<file path="src/rtl/psync_pkg.sv">
package psync_pkg;
  typedef enum logic [1:0] {
    ST_HUNT    = 2'd0,
    ST_CONFIRM = 2'd1,
    ST_TRACK   = 2'd2
  } sync_st_e;
endpackage

</file>
<file path="src/rtl/psync_corr.sv">
module psync_corr #(
  parameter int PW = 32,
  parameter int SW = 6,
  parameter logic [PW-1:0] PATTERN = '0
) (
  input  logic [PW-1:0] slice,
  output logic [SW-1:0] score
);
  logic [PW-1:0] diff;
  logic [SW-1:0] nmiss;

  always_comb begin
    diff  = slice ^ PATTERN;
    nmiss = '0;
    for (int i = 0; i < PW; i++) nmiss = nmiss + SW'(diff[i]);
    score = SW'(PW) - nmiss;
  end
endmodule

</file>
<file path="src/rtl/psync_pick.sv">
module psync_pick #(
  parameter int N  = 8,
  parameter int SW = 6,
  parameter int KW = 3
) (
  input  logic [N-1:0][SW-1:0] scores,
  input  logic [SW-1:0]        thr,
  output logic                 hit,
  output logic [KW-1:0]        best_k,
  output logic [SW-1:0]        best_s
);
  always_comb begin
    best_s = scores[0];
    best_k = '0;
    // strict compare keeps the lowest index on a tie
    for (int i = 1; i < N; i++) begin
      if (scores[i] > best_s) begin
        best_s = scores[i];
        best_k = KW'(i);
      end
    end
    hit = (best_s >= thr);
  end
endmodule

</file>
<file path="src/rtl/psync_shift.sv">
module psync_shift #(
  parameter int BW = 8,
  parameter int KW = 3
) (
  input  logic [2*BW-1:0] bits,
  input  logic [KW-1:0]   k,
  output logic [BW-1:0]   q
);
  logic [BW-1:0] opt [BW];

  for (genvar g = 0; g < BW; g++) begin : g_tap
    assign opt[g] = bits[2*BW-1-g -: BW];
  end

  assign q = opt[k];
endmodule

</file>
<file path="src/rtl/pre_align.sv">
module pre_align #(
  parameter int PRE_BITS = 32,
  parameter logic [PRE_BITS-1:0] PRE_WORD = 32'hE4A62F1D,
  parameter int SCR_BITS = 32,
  parameter logic [SCR_BITS-1:0] SCR_WORD = 32'h9B3CD058,
  parameter int FRAME_BYTES = 260,
  parameter int DATA_BYTES = 256,
  localparam int BW = 8,
  localparam int KW = $clog2(BW),
  localparam int SW = $clog2(PRE_BITS + 1)
) (
  input  logic          clk,
  input  logic          rst_n,
  input  logic [SW-1:0] thr,
  input  logic          s_valid,
  output logic          s_ready,
  input  logic [BW-1:0] s_data,
  output logic          m_valid,
  input  logic          m_ready,
  output logic [BW-1:0] m_data,
  output logic          m_sof,
  output logic          locked,
  output logic [KW-1:0] align_off
);
  import psync_pkg::*;

  localparam int WIN   = PRE_BITS + BW;
  localparam int CW    = $clog2(FRAME_BYTES + 1);
  localparam int SCR_N = SCR_BITS / BW;
  localparam int SIW   = $clog2(SCR_N);
  localparam logic [CW-1:0] FRAME_C = CW'(FRAME_BYTES);
  localparam logic [CW-1:0] DATA_C  = CW'(DATA_BYTES);
  localparam logic [SCR_N-1:0][BW-1:0] SCR_B = SCR_WORD;

  logic [WIN-1:0]        win;
  logic [BW-1:0][SW-1:0] scores;
  logic                  any_hit;
  logic [KW-1:0]         best_k;
  logic [SW-1:0]         best_s;
  logic                  lock_hit;
  logic [KW-1:0]         ksel;
  logic [BW-1:0]         aligned;

  sync_st_e      st, nst;
  logic [CW-1:0] cnt, ncnt;
  logic [KW-1:0] ck, nck;
  logic          miss_q, nmiss;
  logic          emit, first;
  logic          acc;
  logic [SIW-1:0] sidx;

  assign s_ready = !m_valid || m_ready;
  assign acc     = s_valid && s_ready;

  // eight offset correlators over the registered window
  for (genvar g = 0; g < BW; g++) begin : g_corr
    psync_corr #(.PW(PRE_BITS), .SW(SW), .PATTERN(PRE_WORD)) u_corr (
      .slice (win[WIN-1-g -: PRE_BITS]),
      .score (scores[g])
    );
  end

  psync_pick #(.N(BW), .SW(SW), .KW(KW)) u_pick (
    .scores (scores),
    .thr    (thr),
    .hit    (any_hit),
    .best_k (best_k),
    .best_s (best_s)
  );

  assign lock_hit = (scores[ck] >= thr);
  assign ksel     = (st == ST_TRACK) ? ck : best_k;

  psync_shift #(.BW(BW), .KW(KW)) u_shift (
    .bits ({win[BW-1:0], s_data}),
    .k    (ksel),
    .q    (aligned)
  );

  always_comb begin
    nst   = st;
    ncnt  = cnt;
    nck   = ck;
    nmiss = miss_q;
    emit  = 1'b0;
    first = 1'b0;
    if (acc) begin
      if (st != ST_HUNT && cnt < FRAME_C) ncnt = cnt + 1'b1;
      unique case (st)
        ST_HUNT: begin
          if (any_hit) begin
            nst  = ST_CONFIRM;
            nck  = best_k;
            ncnt = CW'(1);
          end
        end
        ST_CONFIRM: begin
          if (cnt == FRAME_C && any_hit && best_k == ck) begin
            nst   = ST_TRACK;
            ncnt  = CW'(1);
            nmiss = 1'b0;
            emit  = 1'b1;
            first = 1'b1;
          end else if (any_hit) begin
            nck  = best_k;
            ncnt = CW'(1);
          end else if (cnt == FRAME_C) begin
            nst  = ST_HUNT;
            ncnt = '0;
          end
        end
        ST_TRACK: begin
          if (cnt == FRAME_C) begin
            if (!lock_hit && miss_q) begin
              nst   = ST_HUNT;
              ncnt  = '0;
              nmiss = 1'b0;
            end else begin
              nmiss = !lock_hit;
              ncnt  = CW'(1);
              emit  = 1'b1;
              first = 1'b1;
            end
          end else if (cnt < DATA_C) begin
            emit = 1'b1;
          end
        end
        default: nst = ST_HUNT;
      endcase
    end
  end

  assign sidx = first ? '0 : cnt[SIW-1:0];

  always_ff @(posedge clk) begin
    if (!rst_n) begin
      win     <= '0;
      st      <= ST_HUNT;
      cnt     <= '0;
      ck      <= '0;
      miss_q  <= 1'b0;
      m_valid <= 1'b0;
      m_data  <= '0;
      m_sof   <= 1'b0;
    end else begin
      if (acc) win <= {win[WIN-BW-1:0], s_data};
      st     <= nst;
      cnt    <= ncnt;
      ck     <= nck;
      miss_q <= nmiss;
      if (acc && emit) begin
        m_valid <= 1'b1;
        m_data  <= aligned ^ SCR_B[SIW'(SCR_N-1) - sidx];
        m_sof   <= first;
      end else if (m_ready) begin
        m_valid <= 1'b0;
      end
    end
  end

  assign locked    = (st == ST_TRACK);
  assign align_off = ck;

  // stalled output is frozen
  a_r9_hold_stall: assert property (@(posedge clk) disable iff (!rst_n)
    m_valid && !m_ready |=> m_valid && $stable(m_data) && $stable(m_sof));

  // bytes only appear while locked
  a_r4_out_locked: assert property (@(posedge clk) disable iff (!rst_n)
    m_valid |-> locked);

  // entering lock presents the first frame byte
  a_r3_lock_entry: assert property (@(posedge clk) disable iff (!rst_n)
    $rose(locked) |-> m_valid && m_sof);

  // lock falls only after a remembered miss
  a_r8_drop_two: assert property (@(posedge clk) disable iff (!rst_n)
    $fell(locked) |-> $past(miss_q));

  // frame counter stays within one frame
  a_r3_cnt_range: assert property (@(posedge clk) disable iff (!rst_n)
    cnt <= FRAME_C);

  // selected score dominates every correlator
  for (genvar g = 0; g < BW; g++) begin : g_chk
    a_r2_best_score: assert property (@(posedge clk) disable iff (!rst_n)
      best_s >= scores[g]);
  end
endmodule

</file>
<file path="config.mk">
export PLATFORM = sky130hd
export DESIGN_NAME = pre_align
export DESIGN_NICKNAME = d
export VERILOG_FILES = /design/src/rtl/psync_pkg.sv /design/src/rtl/psync_corr.sv /design/src/rtl/psync_pick.sv /design/src/rtl/psync_shift.sv /design/src/rtl/pre_align.sv
export SDC_FILE = /design/constraint.sdc
export NUM_CORES = 1
export LEC_CHECK = 0
export BUFFER_PORTS_ARGS = -buffer_cell sky130_fd_sc_hd__buf_2
export CAP_MARGIN = 30
export CORE_AREA = 2 2 225 227
export CTS_CLUSTER_SIZE = 12
export DETAILED_ROUTE_END_ITERATION = 16
export DIE_AREA = 0 0 227 229
export GPL_ROUTABILITY_DRIVEN = 0
export SLEW_MARGIN = 20
export SYNTH_ARGS = -nofsm -noshare
export SYNTH_HDL_FRONTEND = slang
export SYNTH_SLANG_ARGS = --single-unit
</file>
<file path="constraint.sdc">
create_clock -name clk -period 26.2 [get_ports clk]
set_input_delay 1.31 -clock clk [delete_from_list [all_inputs] [get_ports clk]]
set_output_delay 1.31 -clock clk [all_outputs]
set_load 0.1 [all_outputs]
</file>
# After elaboration in Yosys (flattened, before gate mapping)
# Cells that the tools add are included.
[totals]
in_bits = 18
wordCells = 374
ff_bits = 65
out_inout_bits = 15
[op_classes]
n_reduce_logical = 17
eq_ne = 11
mux = 56
bitwise_logic = 10
magnitude_cmp = 14
addsub = 258
[ops]
columns = ["op", "n"]
rows = [
  ["adder 6 x 1 -> 6 bit", 240],
  ["NOT 17 bit", 8],
  ["two-way mux 9 bit", 6],
  ["two-way mux 6 bit", 8],
  ["subtractor 6 bit (first input constant)", 8],
  ["greater-than comparator 6 bit", 7],
  ["case mux 9 bit (3 select lines)", 1],
  ["binary-select mux 8 bit (select 3 bit)", 1],
  ["two-way mux 8 bit", 3],
  ["two-way mux 3 bit", 7],
  ["binary-select mux 6 bit (select 3 bit)", 1],
  ["< comparator 9 bit (second input constant)", 2],
  ["two-way mux 2 bit", 9],
  ["adder 1 x 1 -> 2 bit", 8],
  ["binary-select mux 8 bit (select 2 bit)", 1],
  ["two-way mux 1 bit", 14],
  [">= comparator 6 bit", 2],
  ["adder 9 x 1 -> 9 bit (second input constant)", 1],
  ["== test 9 bit (second input constant)", 1],
  ["nonzero test 2 bit", 4],
  ["bitwise XOR 8 bit", 1],
  ["logical AND 1 bit", 6],
  ["!= test 2 bit (second input constant)", 3],
  ["!= test 3 bit (second input constant)", 2],
  ["other kinds (18)", 22],
]

# Longest topological paths before layout
[logic_depth]
ltp_word = 58
ltp_mapped = 104
depth_no_buf = 99

# Cells and area by module
# From an unflattened synthesis, not the netlist that was laid out.
[hier_totals]
cells_unflattened = 1615
hier_area_um2 = 14745.4
[modules_own_cells]
columns = ["module", "area_each_um2", "cells_per_inst", "instances"]
rows = [
  ["psync_corr", 1073.5, 107, 8],
  ["pre_align", 3407.0, 393, 1],
  ["psync_pick", 2363.5, 321, 1],
  ["psync_shift", 386.6, 45, 1],
]

# Worst setup path after synthesis
# OpenSTA, ideal clock, no wires.
[synth_timing]
path_type = "reg-to-reg"
start = "register win[13]"
end = "register m_data[2]"
arrival_ns = 19.299
required_ns = 26.135
path_stages_with_launch = 96
setup_slack_ns = 6.836
synth_period_minus_slack_ns = 19.364
n_path_buf = 6
cell_sequence = "dfxtp_1 > inv_1 > fa_1 > ha_1 > fa_1 > inv_1 > fa_1 > inv_1 > fa_1 > fa_1 > fa_1 > inv_1 > fa_1 > inv_1 > ha_1 > fa_1 > inv_1 > ha_1 > [... 60 more ...] > o22ai_1 > clkbuf_1 > nor2_1 > a21oi_1 > ha_1 > nand2b_1 > a21o_1 > a21oi_1 > nor2b_1 > o21ai_0 > nand2b_1 > a21o_1 > and2_1 > a32oi_1 > o21ai_1 > nor3_1 > or4b_1 > nand3_1"
[synth_between]
elab_chain_cells = 53
[synth_rtl]
columns = ["element", "line_no", "source"]
rows = [
  ["start, declared", "pre_align.sv:35", "logic [WIN-1:0] win;"],
  ["start signal, assigned", "pre_align.sv:146", "if (acc) win <= {win[WIN-BW-1:0], s_data};"],
  ["adder 6 x 1 -> 6 bit (27 in a row)", "psync_corr.sv:15", "for (int i = 0; i < PW; i++) nmiss = nmiss + SW'(diff[i]);"],
  ["subtractor 6 bit", "psync_corr.sv:16", "score = SW'(PW) - nmiss;"],
  ["greater-than comparator 6 bit", "psync_pick.sv:17", "if (scores[i] > best_s) begin"],
  ["two-way mux 6 bit", "psync_pick.sv:17", ""],
  ["greater-than comparator 6 bit", "psync_pick.sv:17", ""],
  ["two-way mux 6 bit", "psync_pick.sv:17", ""],
  ["greater-than comparator 6 bit", "psync_pick.sv:17", ""],
  ["two-way mux 6 bit", "psync_pick.sv:17", ""],
  ["[... 11 more ...]", "-", ""],
  ["two-way mux 1 bit", "pre_align.sv:98", "if (cnt == FRAME_C && any_hit && best_k == ck) begin"],
  ["case mux 1 bit (2 select lines)", "pre_align.sv:89", "unique case (st)"],
  ["two-way mux 1 bit", "pre_align.sv:87", "if (acc) begin"],
  ["two-way mux 2 bit", "pre_align.sv:133", "assign sidx = first ? '0 : cnt[SIW-1:0];"],
  ["subtractor 2 bit", "pre_align.sv:153", "m_data <= aligned ^ SCR_B[SIW'(SCR_N-1) - sidx];"],
  ["binary-select mux 8 bit (select 2 bit)", "pre_align.sv:153", ""],
  ["two-way mux 8 bit (not written as such)", "pre_align.sv:153", ""],
  ["bitwise XOR 8 bit", "pre_align.sv:153", ""],
  ["end signal, assigned", "pre_align.sv:153", ""],
  ["end, declared", "pre_align.sv:20", "output logic [BW-1:0] m_data,"],
]
# Several ways; a longest one is shown, not always the timed one. The select of a mux whose other input is x is not followed.
# A chain may end at the register's enable or synchronous reset.

# Worst setup path after layout
[layout_timing]
start = "register win[13]"
end = "register m_data[5]"
# The elaborated chain is that of the path after synthesis.

==> impl_metrics.yaml <==
timing:
  worst_pin_slew_ns: 0.9787
  slew_headroom_pct: 34.75
  period_minus_slack_ns: 21.39
  max_freq_mhz: 46.75
  drv_slew: 0
  setup_viol: 0
  fin_crit_sh_pct: 81.64
  hold_violations: 0
  finalSetupTns_ns: 0
  rsz0062_at_grt: "false"
  clock_skew_ns: 0.009000
detailed_routing:
  drtAntennaViolNets: 0
  wl_per_cell_microns: 16.08
  firstDrtPassIters: 5
  drt_iter0_drc: 893
  viasPerCell: 4.701
  wl_mm: 38.18
  drc_errors: 0
  vias: 11170
worst_setup_path:
  cp.arrival_ns: 21.68
  critical_path.slowest_cell: "nor2_1"
  r2r_slack_ns: 4.81
  slowest_delay_ns: 0.65
  crit_top_cell: "ha_1"
  crit_type: "register to register"
  r2r-start: "win[13]"
  end_kind: "register"
  critical_path_required_ns: 26.49
  reg2reg_depth: 89
  worstPathMaxFanout: 19
  critPathLaunchType: "register"
  r2r-end: "m_data[5]"
cells_and_area:
  antenna_cells: 0
  seq_area_sq_mm: 0.001301
  drive_above_1_share_pct: 6.459
  final_cell_mix: "inv_1, ha_1, fa_1"
  multiInputGateArea_sq_mm: 0.01150
  nFillCells: 5224
  layout_commonest_cell: "inv_1"
  final_nets: 2196
  syn_to_final_growth_pct: 8.212
clocking:
  clkTransAtPathRegs_ns: 0.07
  cts_max_path_buffers: 2
  cts_buffers: 9
  cts_root_buf: "clkbuf_16"
  cts_resized: 0
  cts_hold_buf: 0
  cts_setup_buffers: 0
  clkSinkCount: 65
  htree_levels: 3
  cts_tree: "done"
  clk_latency_ns: 0.36
yosys:
  synth_edf_count: 0
  yosysWarnings: 0
  ys_seq_area_share_pct: 8.860
  synthTopCellsByArea: "ha_1, fa_1, inv_1"
  synth.distinct_cells: 80
  syn-num-nets: 2178
  syn_avg_cell_area_sq_um: 8.742
  synth_ff_type: "dfxtp_1"
  synth_cells: 1680
  ys_ff_latch: 65
  async_flop_share_pct: 0
  syn_area_sq_mm: 0.01469
  synth_top_area_share_pct: 25.22
  synth_top_area_cell: "ha_1"
min_path:
  hold_depth: 2
  hold_end: "m_data[3]"
  hold_class: "register to register"
  min_from: "m_data[3]"
floorplan:
  core_area_sq_mm: 0.04966
  die_h_microns: 229
  die_area_sq_mm: 0.05198
  rows: 82
  die_x_microns: 227
  start_util_pct: 29.58
  num_io_pins: 33
run_status:
  outcome: "completed"
place:
  dp_hpwl_mm: 33.04
  io_buffers: 32
grt:
  grt_first_pass_wirelength_mm: 63.04
  grtUsageTotal_pct: 15.55
  antenna_found_initial: 0
  grt.overflow.total: 0
  grt_pass1_vias: 11610
  grt_max_degree: 51
run:
  maxCapViolations: 0
-- flip-flops by register name (all words and copies together), names as in the netlist --
signal     flops
m_sof          1
cnt            9
align_off      3
m_data         8
win           40
miss_q         1
m_valid        1
st             2
-- worst max-delay path: cells and delay by family (launching register included) --
family / cells / cell delay [ns]
buf+inv: 11 / 1.36
compound gates: 32 / 6.69
fa+ha+maj: 18 / 6.87
flops: 1 / 0.59
mux: 4 / 1.23
simple gates: 24 / 4.55
-- cell families after synthesis --
logic type	count (synthesis)	synth area share, %
XOR/XNOR	37	2.309
AO/OA/AOI/OAI	238	10.46
multiplexers	61	5.350
adder cells (fa/ha/maj)	481	50.37
flip-flops	65	8.860
buffers and inverters	497	12.85
AND/OR/NAND/NOR	301	9.806
-- how the worst max path moves through the flow --
stage | endpoint | start | cells past startpoint | slack [ns]
after global routing | m_data[5] | win[13] | 88 | 3.23
after global placement | m_data[2] | win[13] | 91 | 5.19
after floorplan | m_data[2] | win[13] | 95 | 6.84
after CTS | m_data[5] | win[13] | 89 | 4.81
final | m_data[5] | win[13] | 89 | 4.81
after detailed placement | m_data[5] | win[13] | 89 | 4.91
-- layout make-up --
class | count | area share, %
Inverter | 463 | 10.94
Timing Repair Buffer | 41 | 1.464
Sequential cell | 65 | 8.188
Tap cell | 672 | 5.291
Clock inverter | 6 | 0.2677
Multi-Input combinational cell | 1118 | 72.35
Clock buffer | 10 | 1.504
-- metal layers --
layer | wire (microns) | GRT usage (%)
met1 | 17690 | 21.95
met2 | 17560 | 24.89
met3 | 1910 | 1.822
met4 | 1021 | 4.575
met5 | 0 | 0
-- Yosys cell counts (14+ instances only) --
cell type and count:
nand2_1 128, nand3_1 29, a21oi_1 88, fa_1 184, mux2i_1 33, nor3_1 14, inv_1 463, clkbuf_1 26
o21ai_0 37, xnor2_1 23, ha_1 296, a21o_1 18, nor2_1 54, dfxtp_1 65
-- through the flow --
step | setup slack (ns) | util [%] | cell area, sq um | hold slack [ns] | std cells
floorplan | 6.836 | - | 14690 | 0.4406 | 1680
global placement | 5.186 | 31.38 | 15580 | 0.4450 | 2356
detailed placement | 4.906 | 31.40 | 15590 | 0.4489 | 2357
CTS | 4.815 | 31.96 | 15870 | 0.4567 | 2373
global route | 3.235 | 32.00 | 15890 | 0.4969 | 2375
finish | 4.809 | 32.00 | 15890 | 0.4516 | 2375
Power is not shown: default switching activity piles up to over one toggle a cycle in this logic, so the estimate is an artifact.
